File: src/rtl/trng_seq_pkg.sv
package trng_seq_pkg;

   typedef enum logic [2:0] {
      ST_IDLE    = 3'd0,
      ST_RUN     = 3'd1,
      ST_SAMPLE  = 3'd2,
      ST_PRESENT = 3'd3,
      ST_SETTLE  = 3'd4
   } seq_state_e;

   typedef enum logic {
      SMP_DIRECT = 1'b0,
      SMP_TOGGLE = 1'b1
   } smp_mode_e;

   function automatic int unsigned max3(input int unsigned a,
                                        input int unsigned b,
                                        input int unsigned c);
      int unsigned m;
      m = a;
      if (b > m) m = b;
      if (c > m) m = c;
      return m;
   endfunction

endpackage

File: src/rtl/trng_phase_timer.sv
module trng_phase_timer #(
   parameter int CNT_W = 2
) (
   input  logic             clk,
   input  logic             rst_n,
   input  logic             load_i,
   input  logic [CNT_W-1:0] load_val_i,
   output logic             done_o
);

   logic [CNT_W-1:0] cnt_q;

   always_ff @(posedge clk) begin
      if (!rst_n) begin
         cnt_q <= '0;
      end else if (load_i) begin
         cnt_q <= load_val_i;
      end else if (cnt_q != '0) begin
         cnt_q <= cnt_q - 1'b1;
      end
   end

   assign done_o = (cnt_q == '0);

   // every phase begins from the loaded value
   p_load_taken_r10: assert property (@(posedge clk) disable iff (!rst_n)
      load_i |=> (cnt_q == $past(load_val_i)));

   // the count steps down by one per cycle until it reaches zero
   p_count_step_r10: assert property (@(posedge clk) disable iff (!rst_n)
      (!load_i && cnt_q != '0) |=> (cnt_q == $past(cnt_q) - 1'b1));

endmodule

File: src/rtl/trng_bit_sampler.sv
module trng_bit_sampler
   import trng_seq_pkg::*;
#(
   parameter smp_mode_e MODE = SMP_TOGGLE
) (
   input  logic clk,
   input  logic rst_n,
   input  logic hold_i,
   input  logic osc_i,
   output logic bit_o
);

   generate
      if (MODE == SMP_TOGGLE) begin : g_toggle
         logic prev_q;
         logic tog_q;

         always_ff @(posedge clk) begin
            if (!rst_n || hold_i) begin
               prev_q <= 1'b0;
               tog_q  <= 1'b0;
            end else begin
               prev_q <= osc_i;
               tog_q  <= tog_q ^ (osc_i & ~prev_q);
            end
         end

         assign bit_o = tog_q;

         // a held sampler starts the next run with zero parity
         p_tog_cleared_r9: assert property (@(posedge clk) disable iff (!rst_n)
            hold_i |=> (bit_o == 1'b0));
      end else begin : g_direct
         logic d_q;

         always_ff @(posedge clk) begin
            if (!rst_n || hold_i) begin
               d_q <= 1'b0;
            end else begin
               d_q <= osc_i;
            end
         end

         assign bit_o = d_q;

         // the direct flop is cleared while held
         p_dff_cleared_r9: assert property (@(posedge clk) disable iff (!rst_n)
            hold_i |=> (bit_o == 1'b0));
      end
   endgenerate

endmodule

File: src/rtl/trng_restart_seq.sv
module trng_restart_seq
   import trng_seq_pkg::*;
#(
   parameter int        RUN_CYC        = 3,
   parameter int        PRES_CYC       = 2,
   parameter int        SETTLE_CYC     = 2,
   parameter int        MIN_RUN_CYC    = 2,
   parameter int        MIN_SETTLE_CYC = 2,
   parameter smp_mode_e SAMPLE_MODE    = SMP_TOGGLE
) (
   input  logic clk,
   input  logic rst_n,
   input  logic req_i,
   input  logic osc_i,
   output logic osc_en_o,
   output logic smp_rst_o,
   output logic smp_strobe_o,
   output logic bit_valid_o,
   output logic bit_o
);

   localparam int unsigned CNT_MAX = max3(RUN_CYC, PRES_CYC, SETTLE_CYC);
   localparam int          CNT_W   = $clog2(CNT_MAX + 1);
   localparam logic [CNT_W-1:0] RUN_LD    = CNT_W'(RUN_CYC - 1);
   localparam logic [CNT_W-1:0] PRES_LD   = CNT_W'(PRES_CYC - 1);
   localparam logic [CNT_W-1:0] SETTLE_LD = CNT_W'(SETTLE_CYC - 1);
   localparam int          RL_W    = $clog2(RUN_CYC + 2);

   generate
      if (MIN_RUN_CYC < 1) begin : g_bad_min_run
         $error("MIN_RUN_CYC must be at least one cycle");
      end
      if (RUN_CYC < MIN_RUN_CYC) begin : g_run_too_short
         $error("RUN_CYC is below MIN_RUN_CYC");
      end
      if (SETTLE_CYC < MIN_SETTLE_CYC) begin : g_settle_too_short
         $error("SETTLE_CYC is below MIN_SETTLE_CYC");
      end
      if (PRES_CYC < 1) begin : g_bad_pres
         $error("PRES_CYC must be at least one cycle");
      end
   endgenerate

   seq_state_e       state_q, state_d;
   logic             pend_q, pend_d;
   logic             start;
   logic             tmr_load;
   logic [CNT_W-1:0] tmr_val;
   logic             tmr_done;
   logic             smp_bit;
   logic             data_q;
   logic             want_run;

   assign want_run = req_i | pend_q;

   always_comb begin
      state_d  = state_q;
      tmr_load = 1'b0;
      tmr_val  = '0;
      unique case (state_q)
         ST_IDLE: begin
            if (want_run) begin
               state_d  = ST_RUN;
               tmr_load = 1'b1;
               tmr_val  = RUN_LD;
            end
         end
         ST_RUN: begin
            if (tmr_done) state_d = ST_SAMPLE;
         end
         ST_SAMPLE: begin
            state_d  = ST_PRESENT;
            tmr_load = 1'b1;
            tmr_val  = PRES_LD;
         end
         ST_PRESENT: begin
            if (tmr_done) begin
               state_d  = ST_SETTLE;
               tmr_load = 1'b1;
               tmr_val  = SETTLE_LD;
            end
         end
         ST_SETTLE: begin
            if (tmr_done) begin
               if (want_run) begin
                  state_d  = ST_RUN;
                  tmr_load = 1'b1;
                  tmr_val  = RUN_LD;
               end else begin
                  state_d = ST_IDLE;
               end
            end
         end
         default: state_d = ST_IDLE;
      endcase
   end

   assign start  = (state_d == ST_RUN) && (state_q != ST_RUN);
   assign pend_d = start ? 1'b0 : (pend_q | (req_i && state_q != ST_IDLE));

   always_ff @(posedge clk) begin
      if (!rst_n) begin
         state_q <= ST_IDLE;
         pend_q  <= 1'b0;
      end else begin
         state_q <= state_d;
         pend_q  <= pend_d;
      end
   end

   trng_phase_timer #(
      .CNT_W (CNT_W)
   ) u_timer (
      .clk        (clk),
      .rst_n      (rst_n),
      .load_i     (tmr_load),
      .load_val_i (tmr_val),
      .done_o     (tmr_done)
   );

   assign osc_en_o     = (state_q == ST_RUN);
   assign smp_rst_o    = !((state_q == ST_RUN) || (state_q == ST_SAMPLE));
   assign smp_strobe_o = (state_q == ST_SAMPLE);
   assign bit_valid_o  = (state_q == ST_PRESENT);

   trng_bit_sampler #(
      .MODE (SAMPLE_MODE)
   ) u_sampler (
      .clk    (clk),
      .rst_n  (rst_n),
      .hold_i (smp_rst_o),
      .osc_i  (osc_i),
      .bit_o  (smp_bit)
   );

   always_ff @(posedge clk) begin
      if (!rst_n) begin
         data_q <= 1'b0;
      end else if (smp_strobe_o) begin
         data_q <= smp_bit;
      end
   end

   assign bit_o = data_q;

   // run-length checker counter
   logic [RL_W-1:0] run_len_q;
   always_ff @(posedge clk) begin
      if (!rst_n) begin
         run_len_q <= '0;
      end else if (osc_en_o) begin
         run_len_q <= run_len_q + 1'b1;
      end else begin
         run_len_q <= '0;
      end
   end

   // the oscillator never runs longer than RUN_CYC cycles
   p_run_len_r2: assert property (@(posedge clk) disable iff (!rst_n)
      osc_en_o |-> (run_len_q < RL_W'(RUN_CYC)));

   // the sampler is released whenever the oscillator runs
   p_run_released_r2: assert property (@(posedge clk) disable iff (!rst_n)
      osc_en_o |-> !smp_rst_o);

   // stopping the oscillator coincides with the capture strobe
   p_strobe_on_stop_r3: assert property (@(posedge clk) disable iff (!rst_n)
      $fell(osc_en_o) |-> smp_strobe_o);

   // the strobe never overlaps a running oscillator
   p_strobe_quiet_r3: assert property (@(posedge clk) disable iff (!rst_n)
      smp_strobe_o |-> !osc_en_o);

   // valid follows the strobe
   p_valid_after_strobe_r6: assert property (@(posedge clk) disable iff (!rst_n)
      smp_strobe_o |=> bit_valid_o);

   // the presented bit is stable while valid
   p_data_stable_r6: assert property (@(posedge clk) disable iff (!rst_n)
      (bit_valid_o && $past(bit_valid_o)) |-> $stable(bit_o));

   // while presenting, the oscillator is off and the sampler held
   p_quiet_present_r7: assert property (@(posedge clk) disable iff (!rst_n)
      bit_valid_o |-> (!osc_en_o && smp_rst_o));

endmodule

File: config.mk
export PLATFORM = sky130hd
export DESIGN_NAME = trng_restart_seq
export DESIGN_NICKNAME = d
export VERILOG_FILES = /design/src/rtl/trng_seq_pkg.sv /design/src/rtl/trng_phase_timer.sv /design/src/rtl/trng_bit_sampler.sv /design/src/rtl/trng_restart_seq.sv
export SDC_FILE = /design/constraint.sdc
export NUM_CORES = 1
export LEC_CHECK = 0
export BUFFER_PORTS_ARGS = -buffer_cell sky130_fd_sc_hd__buf_2
export CAP_MARGIN = 20
export CORE_MARGIN = 2
export CORE_UTILIZATION = 33
export CTS_CLUSTER_SIZE = 20
export DETAILED_ROUTE_END_ITERATION = 16
export PLACE_DENSITY_LB_ADDON = 0.3
export SKIP_LAST_GASP = 1
export SLEW_MARGIN = 25
export SYNTH_ARGS = -nofsm -noshare
export SYNTH_HDL_FRONTEND = slang
export SYNTH_SLANG_ARGS = --single-unit
export TNS_END_PERCENT = 50
File: constraint.sdc
create_clock -name clk -period 1.85 [get_ports clk]
set_input_delay 0.0925 -clock clk [delete_from_list [all_inputs] [get_ports clk]]
set_output_delay 0.0925 -clock clk [all_outputs]
set_load 0.05 [all_outputs]
### After elaboration in Yosys (flattened, before gate mapping)

Index checks and enable logic that the tools add are counted.

| word-level totals | value |
|---|---|
| register bits | 9 |
| bits of input ports | 4 |
| output and inout port bits | 5 |

| cells by class | value |
|---|---|
| $add $sub $neg | 1 |
| eq/ne operators | 6 |
| muxes and demuxes | 16 |
| bitwise operators | 6 |
| reduce and logical (&&, ||, !) cells | 12 |

Operator list:

| cell | count |
|---|---|
| 3-bit one-hot mux with 5 select lines | 1 |
| 3-bit two-way mux | 4 |
| 2-bit two-way mux | 4 |
| 2-bit one-hot mux with 4 select lines | 1 |
| 3-bit by 1-bit equality test with 1-bit output, second input constant | 2 |
| 3-bit by 2-bit equality test with 1-bit output, second input constant | 2 |
| 1-bit two-way mux | 5 |
| 1-bit one-hot mux with 4 select lines | 1 |
| 2-bit nonzero test | 2 |
| 3-bit equality test, second input constant | 1 |
| 3-bit logical NOT | 1 |
| 3-bit by 1-bit != test with 1-bit output, second input constant | 1 |
| 3-bit nonzero test | 1 |
| 1-bit logical AND | 2 |
| 1-bit logical NOT | 2 |
| 2-bit logical NOT | 1 |
| 1-bit logical OR | 2 |
| 1-bit NOT | 2 |
| 1-bit OR | 2 |
| 2-bit OR reduction | 1 |
| 2-bit by 1-bit subtractor with 2-bit output, second input constant | 1 |
| 1-bit AND | 1 |
| 1-bit bitwise XOR | 1 |

### Depth between registers and ports, before layout

| depth | value |
|---|---|
| depth after elaboration | 7 |
| mapped depth | 6 |
| gate-level depth less buffers | 5 |

### By module

From an unflattened synthesis, not the netlist that was laid out.

| unflattened totals | value |
|---|---|
| cells, all modules | 54 |
| area total of the unflattened synthesis | 473.0 sq um |

By module, submodules not included:

| module | times used | cells an instance | area an instance (sq um) | sequential area each (sq um) |
|---|---|---|---|---|
| trng_restart_seq | 1 | 35 | 264.0 | 100.1 |
| trng_phase_timer | 1 | 13 | 123.9 | 40.0 |
| trng_bit_sampler | 1 | 6 | 85.1 | 40.0 |

### Worst setup path after synthesis

No wires, ideal clock.

| path | value |
|---|---|
| path type | register to register |
| start point | register state_q[2] |
| end point | register data_q (netlist: bit_o) |
| library setup time | 121 ps |
| arrival | 2096 ps |
| setup slack | -367 ps |
| stages on the path, launching flop included | 5 |
| path buffers | 1 |
| clock period less this slack | 2217 ps |
| path through | dfxtp_1 -> clkbuf_1 -> nor3b_1 -> mux2i_1 -> nor2_1 |

| on the way | value |
|---|---|
| cells in the longest elaborated chain, start to end | 1 |

Ends and longest elaborated chain:

| what | line | RTL |
|---|---|---|
| start, declared | trng_restart_seq.sv:44 | `seq_state_e state_q, state_d;` |
| start signal, assigned | trng_restart_seq.sv:106 | `state_q <= state_d;` |
| 3-bit by 2-bit equality test with 1-bit output | trng_restart_seq.sv:123 | `assign smp_strobe_o = (state_q == ST_SAMPLE);` |
| net smp_strobe_o | trng_restart_seq.sv:17 | `output logic smp_strobe_o,` |
| end signal, assigned | trng_restart_seq.sv:140 | `data_q <= smp_bit;` |
| end, declared | trng_restart_seq.sv:51 | `logic data_q;` |

The timed path passes the listed nets, and every way through them passes these cells.
A chain may end at the register's enable or synchronous reset.

### Worst setup path in the final report

| path | value |
|---|---|
| start point | register state_q[1] |
| end point | output port bit_valid_o |

| on the way | value |
|---|---|
| cells in the longest elaborated chain, start to end | 1 |

Ends and longest elaborated chain:

| what | line | RTL |
|---|---|---|
| 3-bit by 2-bit equality test with 1-bit output | trng_restart_seq.sv:124 | `assign bit_valid_o = (state_q == ST_PRESENT);` |
| end, declared | trng_restart_seq.sv:18 | `output logic bit_valid_o,` |

Every way passes these cells.

==> flow_metrics.env <==
export IMPL_status="completed"
export IMPL_post_place_cells=78
export IMPL_maxCapViolCount=0
export IMPL_die_x_um=43.1
export IMPL_finalNonFillerCells=82
export IMPL_clock_path_buffers=2
export IMPL_cp_end_kind="output pin"
export IMPL_worst_slew_pin_slew_ns=0.426
export IMPL_setup_worst_path_class="reg2out"
export IMPL_drc_errors=0
export IMPL_synth_cell_types=29
export IMPL_track_usage=0.122
export IMPL_slowest_delay_ns=0.49
export IMPL_grt_overflow_total=0
export IMPL_clock_latency_ns=0.26
export IMPL_synth_area_um2=504
export IMPL_syn_to_final_growth_pct=13.4
export IMPL_timing_final_crit_share=0.839
export IMPL_yosys_warnings=0
export IMPL_grt_max_degree=13
export IMPL_final_common_cell="dfxtp_1"
export IMPL_layout_setup_ws_ns=0.297
export IMPL_num_rows=14
export IMPL_htree_levels=1
export IMPL_fin_nets=73
export IMPL_post_dp_hpwl_um=638
export IMPL_utilization=0.389
export IMPL_routabilityCongestion=0.802
export IMPL_fin_crit_ns=1.55
export IMPL_wl_per_cell_um=11.8
export IMPL_postCtsHoldBufs=0
export IMPL_drive_gt1_frac=0.258
export IMPL_dp_slack_ns=0.450
export IMPL_drv_slew=0
export IMPL_fmax_mhz=644
export IMPL_relSlewSlack=0.708
export IMPL_path_cells="nor2b_1 > and2_2 > buf_2"
export IMPL_vias=436
export IMPL_rsz0062_at_grt="false"
export IMPL_antenna_left=0
export IMPL_hold_viol_final=0
export IMPL_numClockSinks=9
export IMPL_die_y_um=43.1
export IMPL_synth_area_leader_cell="dfxtp_1"
export IMPL_netlist_area_leader_share=0.357
export IMPL_syn_avg_cell_area_um2=8.69
export IMPL_cts_setup_buffers=0
export IMPL_drt_iter0_markers=15
export IMPL_ios=9
export IMPL_coreArea_mm2=0.00147
export IMPL_cts_clk_slew_worst_paths_ns=0.06
export IMPL_hold_path_class="in2reg"
export IMPL_via_per_inst=5.32
export IMPL_drt_first_pass_iters=4
export IMPL_yosysSeqAreaShare=0.357
export IMPL_finClkSkew_ns=0.00700
export IMPL_finalSetupTns_ns=0
export IMPL_synth_seq_cells=9
export IMPL_finalSetupViolations=0
export IMPL_startpoint_type="flop"
export IMPL_required_ns=1.76
export IMPL_syn_inst=58
export IMPL_die_area_mm2=0.00186
export IMPL_grt_pass1_wl_um=1670
export IMPL_io_buffers=8
export IMPL_grt_pass1_vias=379
export IMPL_initial_core_util=0.343
export IMPL_final_cell_mix="dfxtp_1 (9), buf_2 (8), inv_1 (5), nor2_1 (5)"
export IMPL_path_max_fanout=8
export IMPL_antenna_found_initial=0
export IMPL_cts_tree="yes"
export IMPL_diodes=0
export IMPL_cts_made_buffers=3
export IMPL_syn_nets=64
export IMPL_cts_resized=0
export IMPL_cts_root_buf="clkbuf_4"
export IMPL_wl_um=971
export IMPL_slowest_stage="dfxtp_1"
export IMPL_synth_area_leaders="dfxtp_1 (36%), ha_1 (5.0%), inv_1 (3.7%), nor2_1 (3.7%), nor2b_1 (3.7%)"
export IMPL_arrival_ns=1.46
kinds of logic after synthesis:
family / Yosys count / synth area share
compound gates: 9 / 0.134
xor+xnor: 3 / 0.0521
fa+ha+maj: 2 / 0.0496
buf+inv: 9 / 0.0844
flops: 9 / 0.357
mux: 1 / 0.0199
simple gates: 25 / 0.303
critical path, delay by kind of cell, from the launching register on:
kind          cells  cell delay [ns]
flops             1             0.49
buf+inv           1             0.26
simple gates      2             0.46
area by class of cell:
| cell class | instances | area [um^2] |
|---|---|---|
| Sequential cell | 9 | 180 |
| Clock buffer | 4 | 26.3 |
| Tap cell | 16 | 20.0 |
| Timing Repair Buffer | 8 | 40.0 |
| Inverter | 5 | 18.8 |
| Fill cell | 155 | 900 |
| Multi-Input combinational cell | 40 | 287 |
synth_stat cells:
cell type and instances:
nand2b_1 1, mux2i_1 1, nor3b_1 1, and2_1 2, buf_6 1, or3_2 1
nor2b_1 3, nor2_1 5, dfxtp_1 9, inv_1 5, a221oi_2 1, xor2_1 2
nor3_1 3, o21bai_1 1, nor4b_1 2, and4b_1 1, o21ai_0 1, o32ai_1 1
nand2_1 3, or3_4 1, a31oi_1 2, ha_1 2, xnor2_1 1, a2111oi_0 1
a21oi_1 2, buf_2 1, or2_4 1, and2_2 1, clkbuf_1 2
layer usage:
layer  GRT usage  share of wire
met1       0.160           0.48
met3      0.0298          0.048
met2       0.173           0.45
met5           0              0
met4      0.0848          0.020
worst paths after layout:
| path | startpoint | to | slack (ns) | cells past startpoint |
|---|---|---|---|---|
| worst max-delay path | state_q[1]$_SDFF_PN0_ | bit_valid_o | 0.30 | 3 |
| worst min-delay path | rst_n | u_sampler.g_toggle.prev_q$_SDFF_PP0_ | 0.12 | 2 |
| worst max register to register | u_timer.cnt_q[0]$_SDFFE_PN0P_ | pend_q$_SDFF_PP0_ | 0.41 | 5 |
| worst min register to register | bit_o$_SDFFE_PN0P_ | bit_o$_SDFFE_PN0P_ | 0.49 | 2 |
through the flow:
step	area, um^2	hold slack, ns
2_1_floorplan	509	0.277
3_5_place_dp	546	0.384
5_1_grt	572	0.125
6_report	572	0.118
3_3_place_gp	546	0.371
4_1_cts	572	0.127
registers in the layout, indices dropped and copies added, names as in the netlist:
| signal | count |
|---|---|
| state_q | 3 |
| u_timer.cnt_q | 2 |
| bit_o | 1 |
| pend_q | 1 |
| u_sampler.bit_o | 1 |
| u_sampler.g_toggle.prev_q | 1 |
Power is left out: the tool's default activity adds up to more than one toggle a clock period on the data nets, which glitch-free logic cannot reach.
